==> src/rtl/xag_pkg.sv <==
// Shared types for the data access translation gate.
// Assumes a 32-bit virtual address and three permission flags per entry.
package xag_pkg;

    // Fault codes; values are visible at the rsp_code port.
    typedef enum logic [3:0] {
        XC_NONE    = 4'd0,
        XC_ADDR_RD = 4'd1,
        XC_ADDR_WR = 4'd2,
        XC_MISS_RD = 4'd3,
        XC_MISS_WR = 4'd4,
        XC_PROT_RD = 4'd5,
        XC_PROT_WR = 4'd6,
        XC_INIT_WR = 4'd7,
        XC_MULTI   = 4'd8
    } xcode_e;

    // Outcome of the region decode.
    typedef enum logic [1:0] {
        RG_PASS     = 2'd0,
        RG_ADDR_ERR = 2'd1,
        RG_XLAT     = 2'd2
    } region_e;

    // Permission flags of a hit entry, msb first: user, writable, dirty.
    typedef struct packed {
        logic user;
        logic writable;
        logic dirty;
    } pte_flags_t;

    localparam int FLAG_W = $bits(pte_flags_t);
    localparam int CODE_W = $bits(xcode_e);

    // Top-bit patterns of the special windows.
    localparam logic [2:0] PRIV_XLAT_TOP3 = 3'b110;    // 0xC0000000..0xDFFFFFFF
    localparam logic [5:0] SQ_TOP6        = 6'b111000; // 0xE0000000..0xE3FFFFFF

endpackage

==> src/rtl/xag_region.sv <==
// Region decode: sorts an access into pass-through, address error, or
// translation. It looks only at the top six address bits, the mode and the
// control bits. Assumes the windows are aligned to 2^(ADDR_W-6).
module xag_region
    import xag_pkg::*;
(
    input  logic [5:0] addr_top,
    input  logic       priv,
    input  logic       sq_lock,
    input  logic       xlat_en,
    output region_e    region
);

    logic high_half;
    logic in_priv_xlat;
    logic in_sq_open;

    assign high_half    = addr_top[5];
    assign in_priv_xlat = (addr_top[5:3] == PRIV_XLAT_TOP3);
    assign in_sq_open   = (addr_top == SQ_TOP6) && !sq_lock;

    // Apply the region rules in order of precedence.
    always_comb begin
        if (high_half && priv && !in_priv_xlat) begin
            region = RG_PASS;
        end else if (high_half && !priv) begin
            region = in_sq_open ? RG_PASS : RG_ADDR_ERR;
        end else if (!xlat_en) begin
            region = RG_PASS;
        end else begin
            region = RG_XLAT;
        end
    end

endmodule

==> src/rtl/xag_perm.sv <==
// Lookup-result check: turns a miss, a multiple hit or a hit with flags
// into a fault code, or XC_NONE when the access may proceed.
// Assumes it is consulted only for accesses on the translation path.
module xag_perm
    import xag_pkg::*;
(
    input  logic       write,
    input  logic       priv,
    input  logic       miss,
    input  logic       multi,
    input  pte_flags_t flags,
    output xcode_e     code
);

    logic wr_denied;

    // Write permission depends on the mode.
    always_comb begin
        if (priv) begin
            wr_denied = !flags.writable;
        end else begin
            wr_denied = !(flags.writable && flags.user);
        end
    end

    // Precedence: multiple hit, miss, protection, then clean-page write.
    always_comb begin
        if (multi) begin
            code = XC_MULTI;
        end else if (miss) begin
            code = write ? XC_MISS_WR : XC_MISS_RD;
        end else if (write) begin
            if (wr_denied) begin
                code = XC_PROT_WR;
            end else if (!flags.dirty) begin
                code = XC_INIT_WR;
            end else begin
                code = XC_NONE;
            end
        end else if (!priv && !flags.user) begin
            code = XC_PROT_RD;
        end else begin
            code = XC_NONE;
        end
    end

endmodule

==> src/rtl/xag_fault_regs.sv <==
// Fault capture registers: the faulting-address register and the staged
// page-table high register. A capture overrides a software write in the same
// cycle. Assumes cap_en is asserted only for translation-path faults.
module xag_fault_regs #(
    parameter int ADDR_W = 32,
    parameter int KEEP_W = 10
) (
    input  logic              clk,
    input  logic              rst_n,
    input  logic              cap_en,
    input  logic [ADDR_W-1:0] cap_addr,
    input  logic              sw_wr,
    input  logic [ADDR_W-1:0] sw_data,
    output logic [ADDR_W-1:0] fault_addr,
    output logic [ADDR_W-1:0] stage_hi
);

    localparam int VPN_W = ADDR_W - KEEP_W;

    // Faulting address: loaded on every capture.
    always_ff @(posedge clk) begin
        if (!rst_n) begin
            fault_addr <= '0;
        end else if (cap_en) begin
            fault_addr <= cap_addr;
        end
    end

    // Staged high register: page-number field on capture, else software write.
    always_ff @(posedge clk) begin
        if (!rst_n) begin
            stage_hi <= '0;
        end else if (cap_en) begin
            stage_hi[ADDR_W-1:KEEP_W] <= cap_addr[ADDR_W-1:KEEP_W];
        end else if (sw_wr) begin
            stage_hi <= sw_data;
        end
    end

    p_capture_addr_r11: assert property (@(posedge clk) disable iff (!rst_n)
        cap_en |=> fault_addr == $past(cap_addr));

    p_capture_vpn_r11: assert property (@(posedge clk) disable iff (!rst_n)
        cap_en |=> stage_hi[ADDR_W-1:KEEP_W] == $past(cap_addr[ADDR_W-1:KEEP_W]));

    p_keep_low_r11: assert property (@(posedge clk) disable iff (!rst_n)
        cap_en |=> $stable(stage_hi[KEEP_W-1:0]));

    p_sw_write_r12: assert property (@(posedge clk) disable iff (!rst_n)
        (sw_wr && !cap_en) |=> stage_hi == $past(sw_data));

    p_idle_hold_r11: assert property (@(posedge clk) disable iff (!rst_n)
        (!sw_wr && !cap_en) |=> ($stable(stage_hi) && $stable(fault_addr)));

    initial begin
        assert (VPN_W > 0) else $error("KEEP_W must be below ADDR_W");
    end

endmodule

==> src/rtl/xlat_access_gate.sv <==
// Data access translation gate, top level. Combines the region decode and
// the lookup-result check, registers one outcome per request, and drives the
// fault capture registers. Assumes the lookup result belongs to the request
// presented in the same cycle.
module xlat_access_gate
    import xag_pkg::*;
#(
    parameter int ADDR_W = 32,
    parameter int KEEP_W = 10
) (
    input  logic              clk,
    input  logic              rst_n,
    input  logic              req_valid,
    input  logic [ADDR_W-1:0] req_addr,
    input  logic              req_write,
    input  logic              req_priv,
    input  logic              cfg_xlat_en,
    input  logic              cfg_single_vs,
    input  logic              cfg_sq_lock,
    input  logic              lk_miss,
    input  logic              lk_multi,
    input  logic [FLAG_W-1:0] lk_flags,
    input  logic [ADDR_W-1:0] lk_ppn,
    input  logic [ADDR_W-1:0] lk_mask,
    output logic              asid_cmp,
    output logic              rsp_valid,
    output logic              rsp_pass,
    output logic              rsp_ok,
    output logic              rsp_fault,
    output logic              rsp_reset,
    output logic [CODE_W-1:0] rsp_code,
    output logic [ADDR_W-1:0] rsp_paddr,
    output logic [ADDR_W-1:0] fault_addr,
    output logic [ADDR_W-1:0] stage_hi,
    input  logic              stage_hi_wr,
    input  logic [ADDR_W-1:0] stage_hi_wdata
);

    region_e           region;
    xcode_e            perm_code;
    xcode_e            nxt_code;
    logic              nxt_pass;
    logic              nxt_ok;
    logic              nxt_fault;
    logic [ADDR_W-1:0] nxt_paddr;
    logic [ADDR_W-1:0] xlat_paddr;
    logic              tlb_fault;

    xag_region u_region (
        .addr_top (req_addr[ADDR_W-1 -: 6]),
        .priv     (req_priv),
        .sq_lock  (cfg_sq_lock),
        .xlat_en  (cfg_xlat_en),
        .region   (region)
    );

    xag_perm u_perm (
        .write (req_write),
        .priv  (req_priv),
        .miss  (lk_miss),
        .multi (lk_multi),
        .flags (pte_flags_t'(lk_flags)),
        .code  (perm_code)
    );

    // Identifier comparison is skipped only for privileged single-space access.
    assign asid_cmp = !(cfg_single_vs && req_priv);

    // Physical address merge: page bits from the entry, offset from the request.
    assign xlat_paddr = (lk_ppn & lk_mask) | (req_addr & ~lk_mask);

    // Select the outcome for this request.
    always_comb begin
        nxt_pass  = 1'b0;
        nxt_ok    = 1'b0;
        nxt_fault = 1'b0;
        nxt_code  = XC_NONE;
        nxt_paddr = '0;
        unique case (region)
            RG_PASS: begin
                nxt_pass  = 1'b1;
                nxt_paddr = req_addr;
            end
            RG_ADDR_ERR: begin
                nxt_fault = 1'b1;
                nxt_code  = req_write ? XC_ADDR_WR : XC_ADDR_RD;
            end
            default: begin
                if (perm_code != XC_NONE) begin
                    nxt_fault = 1'b1;
                    nxt_code  = perm_code;
                end else begin
                    nxt_ok    = 1'b1;
                    nxt_paddr = xlat_paddr;
                end
            end
        endcase
    end

    assign tlb_fault = req_valid && (region == RG_XLAT) && (perm_code != XC_NONE);

    // Result register: one strobe per request, outcome cleared when idle.
    always_ff @(posedge clk) begin
        if (!rst_n) begin
            rsp_valid <= 1'b0;
            rsp_pass  <= 1'b0;
            rsp_ok    <= 1'b0;
            rsp_fault <= 1'b0;
            rsp_reset <= 1'b0;
            rsp_code  <= '0;
            rsp_paddr <= '0;
        end else begin
            rsp_valid <= req_valid;
            rsp_pass  <= req_valid && nxt_pass;
            rsp_ok    <= req_valid && nxt_ok;
            rsp_fault <= req_valid && nxt_fault;
            rsp_reset <= req_valid && (nxt_code == XC_MULTI);
            rsp_code  <= req_valid ? nxt_code : XC_NONE;
            rsp_paddr <= req_valid ? nxt_paddr : '0;
        end
    end

    xag_fault_regs #(
        .ADDR_W (ADDR_W),
        .KEEP_W (KEEP_W)
    ) u_fault_regs (
        .clk        (clk),
        .rst_n      (rst_n),
        .cap_en     (tlb_fault),
        .cap_addr   (req_addr),
        .sw_wr      (stage_hi_wr),
        .sw_data    (stage_hi_wdata),
        .fault_addr (fault_addr),
        .stage_hi   (stage_hi)
    );

    p_valid_lag_r10: assert property (@(posedge clk) disable iff (!rst_n)
        req_valid |=> rsp_valid);

    p_onehot_kind_r10: assert property (@(posedge clk) disable iff (!rst_n)
        rsp_valid |-> $onehot({rsp_pass, rsp_ok, rsp_fault}));

    p_idle_quiet_r10: assert property (@(posedge clk) disable iff (!rst_n)
        !rsp_valid |-> ({rsp_pass, rsp_ok, rsp_fault, rsp_reset} == 4'b0));

    p_code_only_fault_r10: assert property (@(posedge clk) disable iff (!rst_n)
        (rsp_code != '0) |-> rsp_fault);

    p_user_high_err_r2: assert property (@(posedge clk) disable iff (!rst_n)
        (req_valid && !req_priv && req_addr[ADDR_W-1] &&
         !(req_addr[ADDR_W-1 -: 6] == SQ_TOP6 && !cfg_sq_lock))
        |=> (rsp_fault && (rsp_code == XC_ADDR_RD || rsp_code == XC_ADDR_WR)));

    p_xlat_off_pass_r3: assert property (@(posedge clk) disable iff (!rst_n)
        (req_valid && !cfg_xlat_en && !req_addr[ADDR_W-1])
        |=> (rsp_pass && rsp_paddr == $past(req_addr)));

    p_prot_before_dirty_r7: assert property (@(posedge clk) disable iff (!rst_n)
        (req_valid && req_priv && req_write && cfg_xlat_en && !req_addr[ADDR_W-1] &&
         !lk_miss && !lk_multi && !lk_flags[1])
        |=> (rsp_code == XC_PROT_WR));

    p_reset_is_multi_r5: assert property (@(posedge clk) disable iff (!rst_n)
        rsp_reset |-> (rsp_fault && rsp_code == XC_MULTI));

endmodule

==> config.mk <==
export PLATFORM = sky130hd
export DESIGN_NAME = xlat_access_gate
export DESIGN_NICKNAME = d
export VERILOG_FILES = /design/src/rtl/xag_pkg.sv /design/src/rtl/xag_region.sv /design/src/rtl/xag_perm.sv /design/src/rtl/xag_fault_regs.sv /design/src/rtl/xlat_access_gate.sv
export SDC_FILE = /design/constraint.sdc
export NUM_CORES = 1
export LEC_CHECK = 0
export ABC_AREA = 1
export BUFFER_PORTS_ARGS = -buffer_cell sky130_fd_sc_hd__buf_2
export CORE_MARGIN = 2
export CORE_UTILIZATION = 40
export DETAILED_ROUTE_END_ITERATION = 7
export PLACE_DENSITY_LB_ADDON = 0.1
export SETUP_SLACK_MARGIN = 0.4
export SLEW_MARGIN = 30
export SYNTH_ARGS = -nofsm -noshare
export SYNTH_HDL_FRONTEND = slang
export SYNTH_SLANG_ARGS = --single-unit
==> constraint.sdc <==
create_clock -name clk -period 1.25 [get_ports clk]
set_input_delay 0.1875 -clock clk [delete_from_list [all_inputs] [get_ports clk]]
set_output_delay 0.1875 -clock clk [all_outputs]
set_load 0.01 [all_outputs]
Word-level counts from Yosys, hierarchy flattened. Index checks and enable logic that the tools add are counted.

Eq/ne operators: 5. Muxes and demuxes: 24. Bitwise logic cells: 5. Reduce and logical (&&, ||, !) cells: 26.

Operator list (number): $and A32 B32 Y32 (2); $mux W32 (2); $pmux W32 S2 (1); $not A32 Y32 (1); $or A32 B32 Y32 (1); $mux W22 (1); $mux W4 (5); $logic_and A1 B1 Y1 (13); $mux W3 (3); $mux W2 (4); $pmux W4 S2 (1); $logic_not A1 Y1 (7); $eq A6 B6 Y1 const B (1); $mux W1 (6); $eq A4 B4 Y1 const B (1); $reduce_and A2 Y1 (2); $reduce_bool A4 Y1 (1); $eq A3 B3 Y1 const B (1); $eq A2 B1 Y1 const B (1); $eq A2 B2 Y1 const B (1); $logic_not A2 Y1 (1); $pmux W1 S2 (1); $reduce_bool A2 Y1 (1); $reduce_or A2 Y1 (1); $not A1 Y1 (1).

Register bits after elaboration: 105. Word-level logic and storage cells: 70.

Longest topological paths before layout. Gate-level depths: netlist of the first run.

Depth in word-level cells: 12. Gate-level depth with buffers: 12. Depth with buffers taken out: 10.

By module. A second synthesis of the first run with hierarchy kept.

Cell total of the unflattened synthesis: 629. Area, all modules: 4359.2 µm².

Modules (own cells, without submodules): xag_fault_regs (instances 1, cells an instance 326, area an instance 2449.8 µm², sequential area each 1281.2 µm²); xlat_access_gate (instances 1, cells an instance 268, area an instance 1755.4 µm², sequential area each 820.8 µm²); xag_perm (instances 1, cells an instance 20, area an instance 92.6 µm², sequential area each 0.0 µm²); xag_region (instances 1, cells an instance 15, area an instance 61.3 µm², sequential area each 0.0 µm²).

Least setup slack after synthesis of the first run. OpenSTA, ideal clock, no wires.

Path type: in2reg. From: input port req_addr[29]. To: register u_fault_regs.stage_hi[11]. Setup time: 0.128 ns. Arrival: 1.243 ns. Path slack: -0.120 ns. Stages: 11. Buffers on the path: 2. Cells stage by stage: inv_1 -> nand2_1 -> a21oi_4 -> nand2_1 -> o21bai_4 -> buf_6 -> buf_6 -> nand2_1 -> nand2_1 -> nor2_1 -> nor2_1.

Cells in the longest elaborated chain, start to end: 9. Elaborated cells between the ends (all ways): 13.

RTL lines: start, declared (line xlat_access_gate.sv:14) `input logic [ADDR_W-1:0] req_addr,`; $eq A6 B6 Y1 (line xag_region.sv:20) `assign in_sq_open = (addr_top == SQ_TOP6) && !sq_lock;`; $logic_and A1 B1 Y1 (line xag_region.sv:20); $mux W1 (line xag_region.sv:27) `region = in_sq_open ? RG_PASS : RG_ADDR_ERR;`; $mux W2 (line xag_region.sv:26) `end else if (high_half && !priv) begin`; $mux W2 (*) (line xag_region.sv:24) `if (high_half && priv && !in_priv_xlat) begin`; $eq A2 B2 Y1 (*) (line xlat_access_gate.sv:100) `assign tlb_fault = req_valid && (region == RG_XLAT) && (perm_code != XC_NONE);`; $logic_and A1 B1 Y1 (*) (2 in a row) (line xlat_access_gate.sv:100); $mux W22 or $reduce_bool A2 Y1 (tied branches); end signal, assigned by index (line xag_fault_regs.sv:34) `stage_hi[ADDR_W-1:KEEP_W] <= cap_addr[ADDR_W-1:KEEP_W];`; end signal, assigned (line xag_fault_regs.sv:36) `stage_hi <= sw_data;`; end, declared (line xag_fault_regs.sv:15) `output logic [ADDR_W-1:0] stage_hi`.

Mark *: on every way between the ends. The rest lies on a longest branch, timed or not. A chain may end at the register's enable or synchronous reset.

Worst setup path in the final report of the first run.
From: input port req_priv. To: register rsp_paddr[19].

Cells in the longest elaborated chain, start to end: 9. Elaborated cells between the ends (all ways): 18.

RTL lines: start, declared (line xlat_access_gate.sv:16) `input logic req_priv,`; $logic_not A1 Y1 (line xag_region.sv:26, xag_perm.sv:40); $logic_and A1 B1 Y1 (line xag_perm.sv:40) `end else if (!priv && !flags.user) begin`; $mux W3 (line xag_perm.sv:40); $mux W4 (line xag_perm.sv:32) `end else if (write) begin`; $mux W4 (line xag_perm.sv:30) `end else if (miss) begin`; $mux W4 (line xag_perm.sv:28) `if (multi) begin`; $reduce_bool A4 Y1 (line xlat_access_gate.sv:89) `if (perm_code != XC_NONE) begin`; $mux W32 (line xlat_access_gate.sv:89); $pmux W32 S2 (*) (line xlat_access_gate.sv:79) `unique case (region)`; end signal, assigned (line xlat_access_gate.sv:119) `rsp_paddr <= req_valid ? nxt_paddr : '0;`; end, declared (line xlat_access_gate.sv:32) `output logic [ADDR_W-1:0] rsp_paddr,`.

Marks and branches as above.

==> results of run 1 <==
-- how the worst min path moves through the flow --
stage	endpoint	slack (ps)	from	cells past startpoint
2_1_floorplan	rsp_code[1]	330	req_write	2
3_3_place_gp	u_fault_regs.fault_addr[12]	450	u_fault_regs.fault_addr[12]	2
3_5_place_dp	u_fault_regs.fault_addr[27]	450	u_fault_regs.fault_addr[27]	2
4_1_cts	u_fault_regs.stage_hi[3]	60	stage_hi_wdata[3]	3
5_1_grt	rsp_paddr[29]	60	req_addr[29]	3
6_report	rsp_paddr[20]	60	req_addr[20]	3
-- metal layers --
| layer | share of wire | vias up | wire (um) |
|---|---|---|---|
| li1 | - | 2677 | - |
| met1 | 0.39 | 2550 | 6870 |
| met2 | 0.51 | 216 | 9000 |
| met3 | 0.066 | 47 | 1170 |
| met4 | 0.035 | 0 | 615 |
| met5 | 0 | - | 0 |
-- report_power, final --
part           total [mW]  leakage, nW  switching, mW  internal (mW)
Clock                2.71        0.129           1.21           1.50
Combinational        1.78         3.11          0.869          0.913
Sequential           3.61        0.891         0.0949           3.52
Total                8.10         4.13           2.17           5.93
-- cells in the final DEF (no fill, tap or decap), types with 2 or more instances in the layout --
cell type / instances
a21oi_1: 39
a21oi_2: 6
buf_12: 13
buf_16: 10
buf_2: 162
buf_4: 48
buf_6: 95
buf_8: 7
bufinv_16: 3
clkbuf_8: 12
dfxtp_1: 26
dfxtp_2: 79
diode_2: 2
inv_1: 80
inv_2: 4
inv_4: 2
nand2_1: 119
nand2_2: 53
nand2_4: 17
nand2_8: 5
nand3_1: 43
nand3_2: 2
nor2_1: 60
nor2_2: 9
nor2_4: 2
nor3_1: 2
nor3_4: 2
o21ai_0: 36
o21ai_1: 23
o21ai_2: 8
-- through the flow --
step | setup WS (ps) | power (mW)
finish | -22.1 | 8.10
global route | -65.4 | 8.41
CTS | 100 | 7.86
detailed placement | -448 | 4.84
global placement | -360 | 4.81
floorplan | -40.0 | 4.21
-- area by class of cell --
class	instances	area, sq um	share of cell area
clock buffers	12	165	0.0200
repair buffers	336	2910	0.352
diodes	2	5.00	0.000606
clock inverters	4	97.6	0.0118
multi-input cells	431	2360	0.286
well taps	140	175	0.0212
flip-flops and latches	105	2200	0.266
inverters	88	353	0.0427
-- flip-flops by register name, summed over array words and instances, names as in the netlist --
register and cells:
rsp_ok 1, u_fault_regs.fault_addr 32, rsp_paddr 32, rsp_pass 1, u_fault_regs.stage_hi 32, rsp_valid 1, rsp_code 4, rsp_reset 1
rsp_fault 1
-- kinds of logic after synthesis --
group                  Yosys count  synth area share
AND/OR/NAND/NOR                315             0.285
flip-flops                     105             0.472
AO/OA/AOI/OAI                  115             0.135
buffers and inverters          119             0.108
-- what timing repair did --
item	in CTS	in global routing
cloned	13	2
pin swaps	34	34
setup endpoints to repair	204	207
resized for setup	252	122
setup buffers	15	21
-- worst max-delay path, stage by stage --
cell and delay [ps]:
buf_12 100, inv_12 40, nand2_8 60, nand3_4 90, nand2_4 90, buf_4 120, nand4_4 130, nor3_4 190
buf_6 140, buf_12 110, buf_16 110, nand2_1 70, o21ai_1 110
==> metrics, run 1 <==
core area 10800 sq um; Yosys cell types 21; nets roughly 1.1k; Post-DP Area around 6100 sq um; Max Root-Sink Buffers 2; RSZ-0062 raised after global routing yes; htree depth 3; Seq/Total Area, Yosys 0.472; Most used DFF post-synth dfxtp_1; CTS tree yes; antenna violations before repair 1; crit path DAT 1570 ps; setup ws final -22.1 ps; CP required ~1600 ps; busiest layer in global routing met2; Syn-to-layout area delta 85.5%; Syn Nets between 700 and 800; r2r setup slk approximately 450 ps; routing usage on met1 0.320; vias in the first global route between 5k and 6k; FILL cells about 760; period utilisation layout 1.02; Max Cap Violations 0; Setup TNS -22.1 ps; GRT overflow 0; Synth Instances 654; clock network latency to the later pin of the worst-skew pair about 370 ps; DRC viols 0; reg2reg start u_fault_regs.fault_addr[13]; gpl congestion ~0.94; Setup crit start kind input port; synthesized flop and latch total around 110; synth cell count leaders 192 x nand2_1, 105 x dfxtp_1, 86 x inv_1; leak pwr around 4.1 nW; number of enable flip-flop cells after synthesis 0; Synth top area share 0.472; final hold slack between 60 and 70 ps; WL final 17700 um; Max Slew Vio Count 0; min cycle time layout 1270 ps; Worst Max-Slew Pin Slew between 200 and 300 ps; Num CTS Buffers 9; failing checks negative setup slack; Yosys warnings 0; Achievable Freq just under 0.8 GHz; count of final hold-check violations 0; Setup CP Type input port to flip-flop; final instance area 8260 sq um; fraction of registers with async set/reset 0; vias per cell about 5; crit-path max FO 5; Layout Cells excl Fill ~1.1k; FP Rows 38; total track usage 0.275; Port Buf Inserts 247; Max-slew headroom 0.812; first-pass GRT wire length ~25000 um; die area approximately 12000 sq um; Detail Route Antenna Nets 0; hold buffer count at cts 0; Die W roughly 110 um; reg2reg end u_fault_regs.fault_addr[13]; clock slew at reported path FFs 100 ps; worst vdd ir about 620 uV; crit path capture type flip-flop; Placed Instances 1049; DR iter-0 viols 281; chip height 110 um; Avg Cell Area, Syn slightly below 7 sq um; FF-to-FF path depth 4; Num Clock Sinks roughly 110; 1st-pass router iterations 5; largest cells by area after synthesis dfxtp_1 47%, nand2_1 16%, inv_1 7.2%; Worst Skew 0 ps; crit path from req_priv; share of cells above drive strength 1 0.561; WL/cell about 16 um; Cell Area, Synth approximately 4500 sq um; met2 GRT Util 0.472; status complete, but fails checks; type of the worst min-delay path input port to flip-flop; Starting Density 0.411; I/O pin cnt between 200 and 250; post-layout util 0.762; top-count cell post-synth nand2_1; Yosys top cell by area dfxtp_1; placed wire-length estimate 11300 um; Root Buffer clkbuf_8; Critical Path Sink rsp_paddr[19]; final setup violation count 1; met3 usage 0.0575; PwrDens just under 1000 nW/um^2; Vias 5490; largest net degree at the start of global routing 55
No activity file was read; power rests on OpenSTA's default activity.
==> run 2, diff against run 1 <==
SETUP_SLACK_MARGIN = 0.05   (was 0.4)
==> run 2 against run 1 <==
Net effect: the run now ends clean; sequential power fell by 1%; first-iteration DRC count fell by 15%; wire length fell by 17%; flip-flop and latch count did not move; global-route usage fell by 4.1 points; utilization fell by 15 points.
==> metrics, run 2 (synthesis gave the netlist of run 1 again) <==
r2r setup slk 540 ps (was 450 ps); leak pwr 3.60 nW (was 4.13 nW); Worst Max-Slew Pin Slew 284 ps (was 283 ps); I/O pin cnt 248 (unchanged); most frequent cells in the layout 244 x buf_2, 178 x nand2_1, 105 x dfxtp_1 (was 162 x buf_2, 119 x nand2_1, 95 x buf_6); antenna violations before repair 0 (was 1); Syn-to-layout area delta 49.7% (was 85.5%); die area 12000 sq um (unchanged); Worst Skew 0 ps (unchanged); Max Slew Vio Count 0 (unchanged); CP required 1540 ps (was 1550 ps); core area 10800 sq um (unchanged); RSZ-0062 raised after global routing yes (unchanged); 1st-pass router iterations 5 (unchanged); Hold Startpoint stage_hi_wdata[2] (was req_addr[20]); FP Rows 38 (unchanged); gpl congestion 0.917 (was 0.943); status finished, final reports clean (was complete, but fails checks); total track usage 0.233 (was 0.275); GRT overflow 0 (unchanged); Starting Density 0.411 (unchanged); hold buffer count at cts 0 (unchanged); DRC viols 0 (unchanged); chip height 110 um (unchanged); crit path capture type flip-flop (unchanged); count of final hold-check violations 0 (unchanged); period utilisation layout 0.954 (was 1.02); reg2reg start u_fault_regs.stage_hi[17] (was u_fault_regs.fault_addr[13]); WL/cell 13.6 um (was 15.8 um); clock network latency to the later pin of the worst-skew pair 360 ps (was 370 ps); crit path DAT 1490 ps (was 1570 ps); DR iter-0 viols 238 (was 281); share of cells above drive strength 1 0.377 (was 0.561); total power 6.83 mW (was 8.10 mW); PwrDens 1020 nW/um^2 (was 980 nW/um^2); Vias 5024 (was 5490); final setup violation count 0 (was 1); Die W 110 um (unchanged); final hold slack 79.8 ps (was 61.8 ps); placed wire-length estimate 11000 um (was 11300 um); Max Root-Sink Buffers 2 (unchanged); biggest regs rsp_paddr x32, u_fault_regs.fault_addr x32, u_fault_regs.stage_hi x32 (unchanged); Achievable Freq 0.838 GHz (was 0.786 GHz); Hold Path Stages 3 (unchanged); Port Buf Inserts 247 (unchanged); Max-slew headroom 0.810 (was 0.812); clock slew at reported path FFs 100 ps (about the same); Num CTS Buffers 9 (unchanged); final antenna diode count 0 (was 2); first-pass GRT wire length 21700 um (was 25300 um); Setup crit start kind input port (unchanged); Num Clock Sinks 105 (unchanged); crit-path max FO 12 (was 5); min cycle time layout 1190 ps (was 1270 ps); Post-DP Area 6090 sq um (was 6130 sq um); vias in the first global route 4627 (was 5134); type of the worst min-delay path input port to flip-flop (unchanged); largest net degree at the start of global routing 65 (was 55); CTS tree yes (unchanged); nets 1076 (was 1113); Setup CP Type input port to flip-flop (unchanged); sink of the worst hold path u_fault_regs.stage_hi[2] (was rsp_paddr[20]); worst vdd ir 935 uV (was 623 uV); htree depth 3 (unchanged); reg2reg end u_fault_regs.stage_hi[17] (was u_fault_regs.fault_addr[13]); final instance area 6670 sq um (was 8260 sq um); Detail Route Antenna Nets 0 (unchanged); Max Cap Violations 0 (unchanged); FF-to-FF path depth 4 (unchanged); vias per cell 4.66 (was 4.91); most common cell after layout, fill and taps aside buf_2 (unchanged); WL final 14600 um (was 17700 um); Root Buffer clkbuf_8 (unchanged)
## run 2: changes by cell type in the layout (fill, tap and decap cells not counted), moves of 42 or more
cell	delta
nand2_2	-42
dfxtp_1	+79
nand2_1	+59
buf_2	+82
buf_6	-85
dfxtp_2	-79
## run 2: worst max path at each step
| stage | startpoint | end | slack [ps] | cells past startpoint |
|---|---|---|---|---|
| 6_report | req_priv | rsp_paddr[6] | 60 | 12 |
| 4_1_cts | req_write | u_fault_regs.stage_hi[29] | 50 | 11 |
| 2_1_floorplan | req_priv | u_fault_regs.stage_hi[12] | -40 | 12 |
| 5_1_grt | req_priv | rsp_paddr[7] | -8 | 12 |
| 3_3_place_gp | req_priv | u_fault_regs.stage_hi[0] | -430 | 11 |
| 3_5_place_dp | req_priv | u_fault_regs.stage_hi[9] | -510 | 11 |
## run 2: what timing repair did
item	in CTS	in global routing
setup endpoints to repair	49	80
cloned	1	3
pin swaps	4	17
gates resized for setup	14	50
setup buffers	8	7
## run 2: layout make-up
cell class              count  area, sq um
well taps                 140          175
clock inverters             4         28.8
multi-input cells         430         2000
flip-flops and latches    105         2100
fillers                  1021         4170
repair buffers            300         1870
clock buffers              11          151
inverters                  88          343
## run 2: stage by stage
step | worst slack, ps | utilization | TNS [ps] | std cells
floorplan | -40.1 | - | -413 | 654
finish | 57.0 | 0.615 | 0 | 1078
global placement | -428 | 0.562 | -29450 | 1046
detailed placement | -514 | 0.562 | -35320 | 1046
CTS | 53.2 | 0.591 | 0 | 1070
global route | -7.99 | 0.615 | -23.5 | 1078
## run 2: critical path, stage by stage
cell       delay [ps]
buf_12            100
inv_12             30
nand2_2            60
nand3_2            90
nand2_2           110
buf_4             130
nand4_4           160
nor3_4            190
buf_4             150
clkbuf_16         160
nand2_1            50
o21ai_0            70
## run 2: power by group
part           switching (mW)  total, mW  internal (mW)
registers              0.0630       3.56           3.49
clock network            1.14       1.96          0.823
logic                   0.705       1.31          0.610
## run 2: per-layer routing
metal | vias up | part of all wire | GRT usage
met1 | 2234 | 0.42 | 0.282
li1 | 2588 | - | -
met5 | - | 0 | 0
met2 | 176 | 0.48 | 0.399
met3 | 26 | 0.078 | 0.0640
met4 | 0 | 0.023 | 0.0796
==> run 3, diff against run 2 <==
GPL_TIMING_DRIVEN = 1   (was not set)
PLACE_DENSITY = 0.74   (was not set)
PLACE_DENSITY_LB_ADDON = not set   (was 0.1)
==> run 3 against run 2 <==
Net effect: combinational power increased by 8%; sequential share of layout area decreased by 0.86 points; largest power group unchanged; flip-flop and latch count unchanged.
==> metrics, run 3 (synthesis gave the netlist of run 1 again) <==
status finished, final reports clean (unchanged); count of final hold-check violations 0 (unchanged); I/O pin cnt 248 (unchanged); cell seen most often among critical-path stages nand2_2; Port Buf Inserts 247 (unchanged); vias in the first global route 4406 (was 4627); Setup crit start kind input port (unchanged); Worst Skew 0 ps (unchanged); Worst Max-Slew Pin Slew 248 ps (was 284 ps); clock network latency to the later pin of the worst-skew pair 350 ps (was 360 ps); Max-slew headroom 0.833 (was 0.810); reg2reg end u_fault_regs.stage_hi[12] (was u_fault_regs.stage_hi[17]); crit path DAT 1490 ps (about the same); Starting Density 0.411 (unchanged); CTS tree yes (unchanged); Num CTS Buffers 9 (unchanged); Syn-to-layout area delta 53.9% (was 49.7%); r2r setup slk 550 ps (was 540 ps); first-pass GRT wire length 21300 um (was 21700 um); Setup CP Type input port to flip-flop (unchanged); period utilisation layout 0.988 (was 0.954); WL/cell 13.9 um (was 13.6 um); DR iter-0 viols 427 (was 238); leak pwr 3.68 nW (was 3.60 nW); Max Cap Violations 0 (unchanged); biggest regs rsp_paddr x32, u_fault_regs.fault_addr x32, u_fault_regs.stage_hi x32 (unchanged); GRT overflow 0 (unchanged); most common cell after layout, fill and taps aside buf_2 (unchanged); sink of the worst hold path u_fault_regs.stage_hi[2] (unchanged); Hold Path Stages 3 (unchanged); final antenna diode count 0 (unchanged); largest net degree at the start of global routing 38 (was 65); hold buffer count at cts 0 (unchanged); reg2reg start u_fault_regs.stage_hi[12] (was u_fault_regs.stage_hi[17]); Max Root-Sink Buffers 2 (unchanged); type of the worst min-delay path input port to flip-flop (unchanged); htree depth 3 (unchanged); PwrDens 1000 nW/um^2 (was 1020 nW/um^2); CP Cell Sequence buf_12, nor2_4, nor2_4, nor2_2, nand2_2, nand2_2, o21bai_4, buf_12, buf_8, buf_16, nand2_2, nand2_1, nor2_1, nor2_1 (was buf_12, inv_12, nand2_2, nand3_2, nand2_2, buf_4, nand4_4, nor3_4, buf_4, clkbuf_16, nand2_1, o21ai_0); pre-CTS setup slack -462 ps (was -514 ps); nets 1082 (was 1076); placed wire-length estimate 10800 um (was 11000 um); total power 6.88 mW (was 6.83 mW); Hold Startpoint stage_hi_wdata[2] (unchanged); Vias 5089 (was 5024); die area 12000 sq um (unchanged); WL final 15000 um (was 14600 um); Root Buffer clkbuf_8 (unchanged); crit-path max FO 8 (was 12); antenna violations before repair 0 (unchanged); Max Slew Vio Count 0 (unchanged); share of cells above drive strength 1 0.400 (was 0.377); RSZ-0062 raised after global routing yes (unchanged); Die W 110 um (unchanged); Achievable Freq 0.809 GHz (was 0.838 GHz); chip height 110 um (unchanged); CP max stage cell buf_12 (was nor3_4); crit path capture type flip-flop (unchanged); worst vdd ir 634 uV (was 935 uV); Num Clock Sinks 105 (unchanged); vias per cell 4.69 (was 4.66); Crit path largest cell delay 150 ps (was 190 ps); 1st-pass router iterations 4 (was 5); gpl congestion 0.889 (was 0.917); final hold slack 83.0 ps (was 79.8 ps); min cycle time layout 1240 ps (was 1190 ps); FP Rows 38 (unchanged); DRC viols 0 (unchanged); Setup TNS 0 ps (unchanged); Detail Route Antenna Nets 0 (unchanged); core area 10800 sq um (unchanged); CP required 1500 ps (was 1540 ps); FF-to-FF path depth 4 (unchanged); setup ws final 14.6 ps (was 57.0 ps); final setup violation count 0 (unchanged); clock slew at reported path FFs 100 ps (about the same); total track usage 0.229 (was 0.233); most frequent cells in the layout 244 x buf_2, 166 x nand2_1, 105 x dfxtp_1 (was 244 x buf_2, 178 x nand2_1, 105 x dfxtp_1)
-- run 3: worst max-delay path, delay by kind of cell --
kind	cells	cell delay (ps)
buf+inv	4	540
compound gates	1	70
simple gates	9	680
-- run 3: metrics by stage --
stage / cell area, sq um / utilization / instances
finish: 6860 / 0.633 / 1085
global route: 6860 / 0.633 / 1085
CTS: 6440 / 0.594 / 1072
detailed placement: 6150 / 0.568 / 1052
global placement: 6150 / 0.568 / 1052
floorplan: 4510 / - / 654
-- run 3: layer usage --
layer / global-route usage / wire length [um]
met5: 0 / 0
met4: 0.0678 / 284
met3: 0.0563 / 1150
met2: 0.377 / 7210
met1: 0.296 / 6380
-- run 3: area by class of cell --
| cell class | instances | area, sq um |
|---|---|---|
| multi-input cells | 430 | 2080 |
| repair buffers | 306 | 1980 |
| inverters | 88 | 345 |
| well taps | 140 | 175 |
| clock buffers | 12 | 145 |
| fillers | 977 | 3980 |
| flip-flops and latches | 105 | 2100 |
| clock inverters | 4 | 28.8 |
-- run 3: worst max path at each step --
| stage | from | endpoint | slack (ps) | cells past startpoint |
|---|---|---|---|---|
| floorplan | req_priv | u_fault_regs.stage_hi[12] | -40 | 12 |
| global placement | req_priv | u_fault_regs.stage_hi[4] | -420 | 11 |
| detailed placement | req_priv | u_fault_regs.stage_hi[2] | -460 | 11 |
| CTS | req_addr[31] | u_fault_regs.stage_hi[27] | 60 | 12 |
| global route | req_priv | u_fault_regs.stage_hi[12] | -30 | 13 |
| finish | req_priv | u_fault_regs.stage_hi[24] | 10 | 14 |
-- run 3: timing repair --
| item | CTS | global route |
|---|---|---|
| pin swaps | 1 | 26 |
| gates cloned | 1 | 5 |
| endpoints found under the setup margin | 67 | 83 |
| setup buffers | 3 | 8 |
| gates resized for setup | 13 | 72 |
-- run 3: power by group --
group	internal [mW]	switching, mW	leakage [nW]
clock network	0.783	1.13	0.0826
logic	0.662	0.749	2.74
registers	3.49	0.0632	0.858
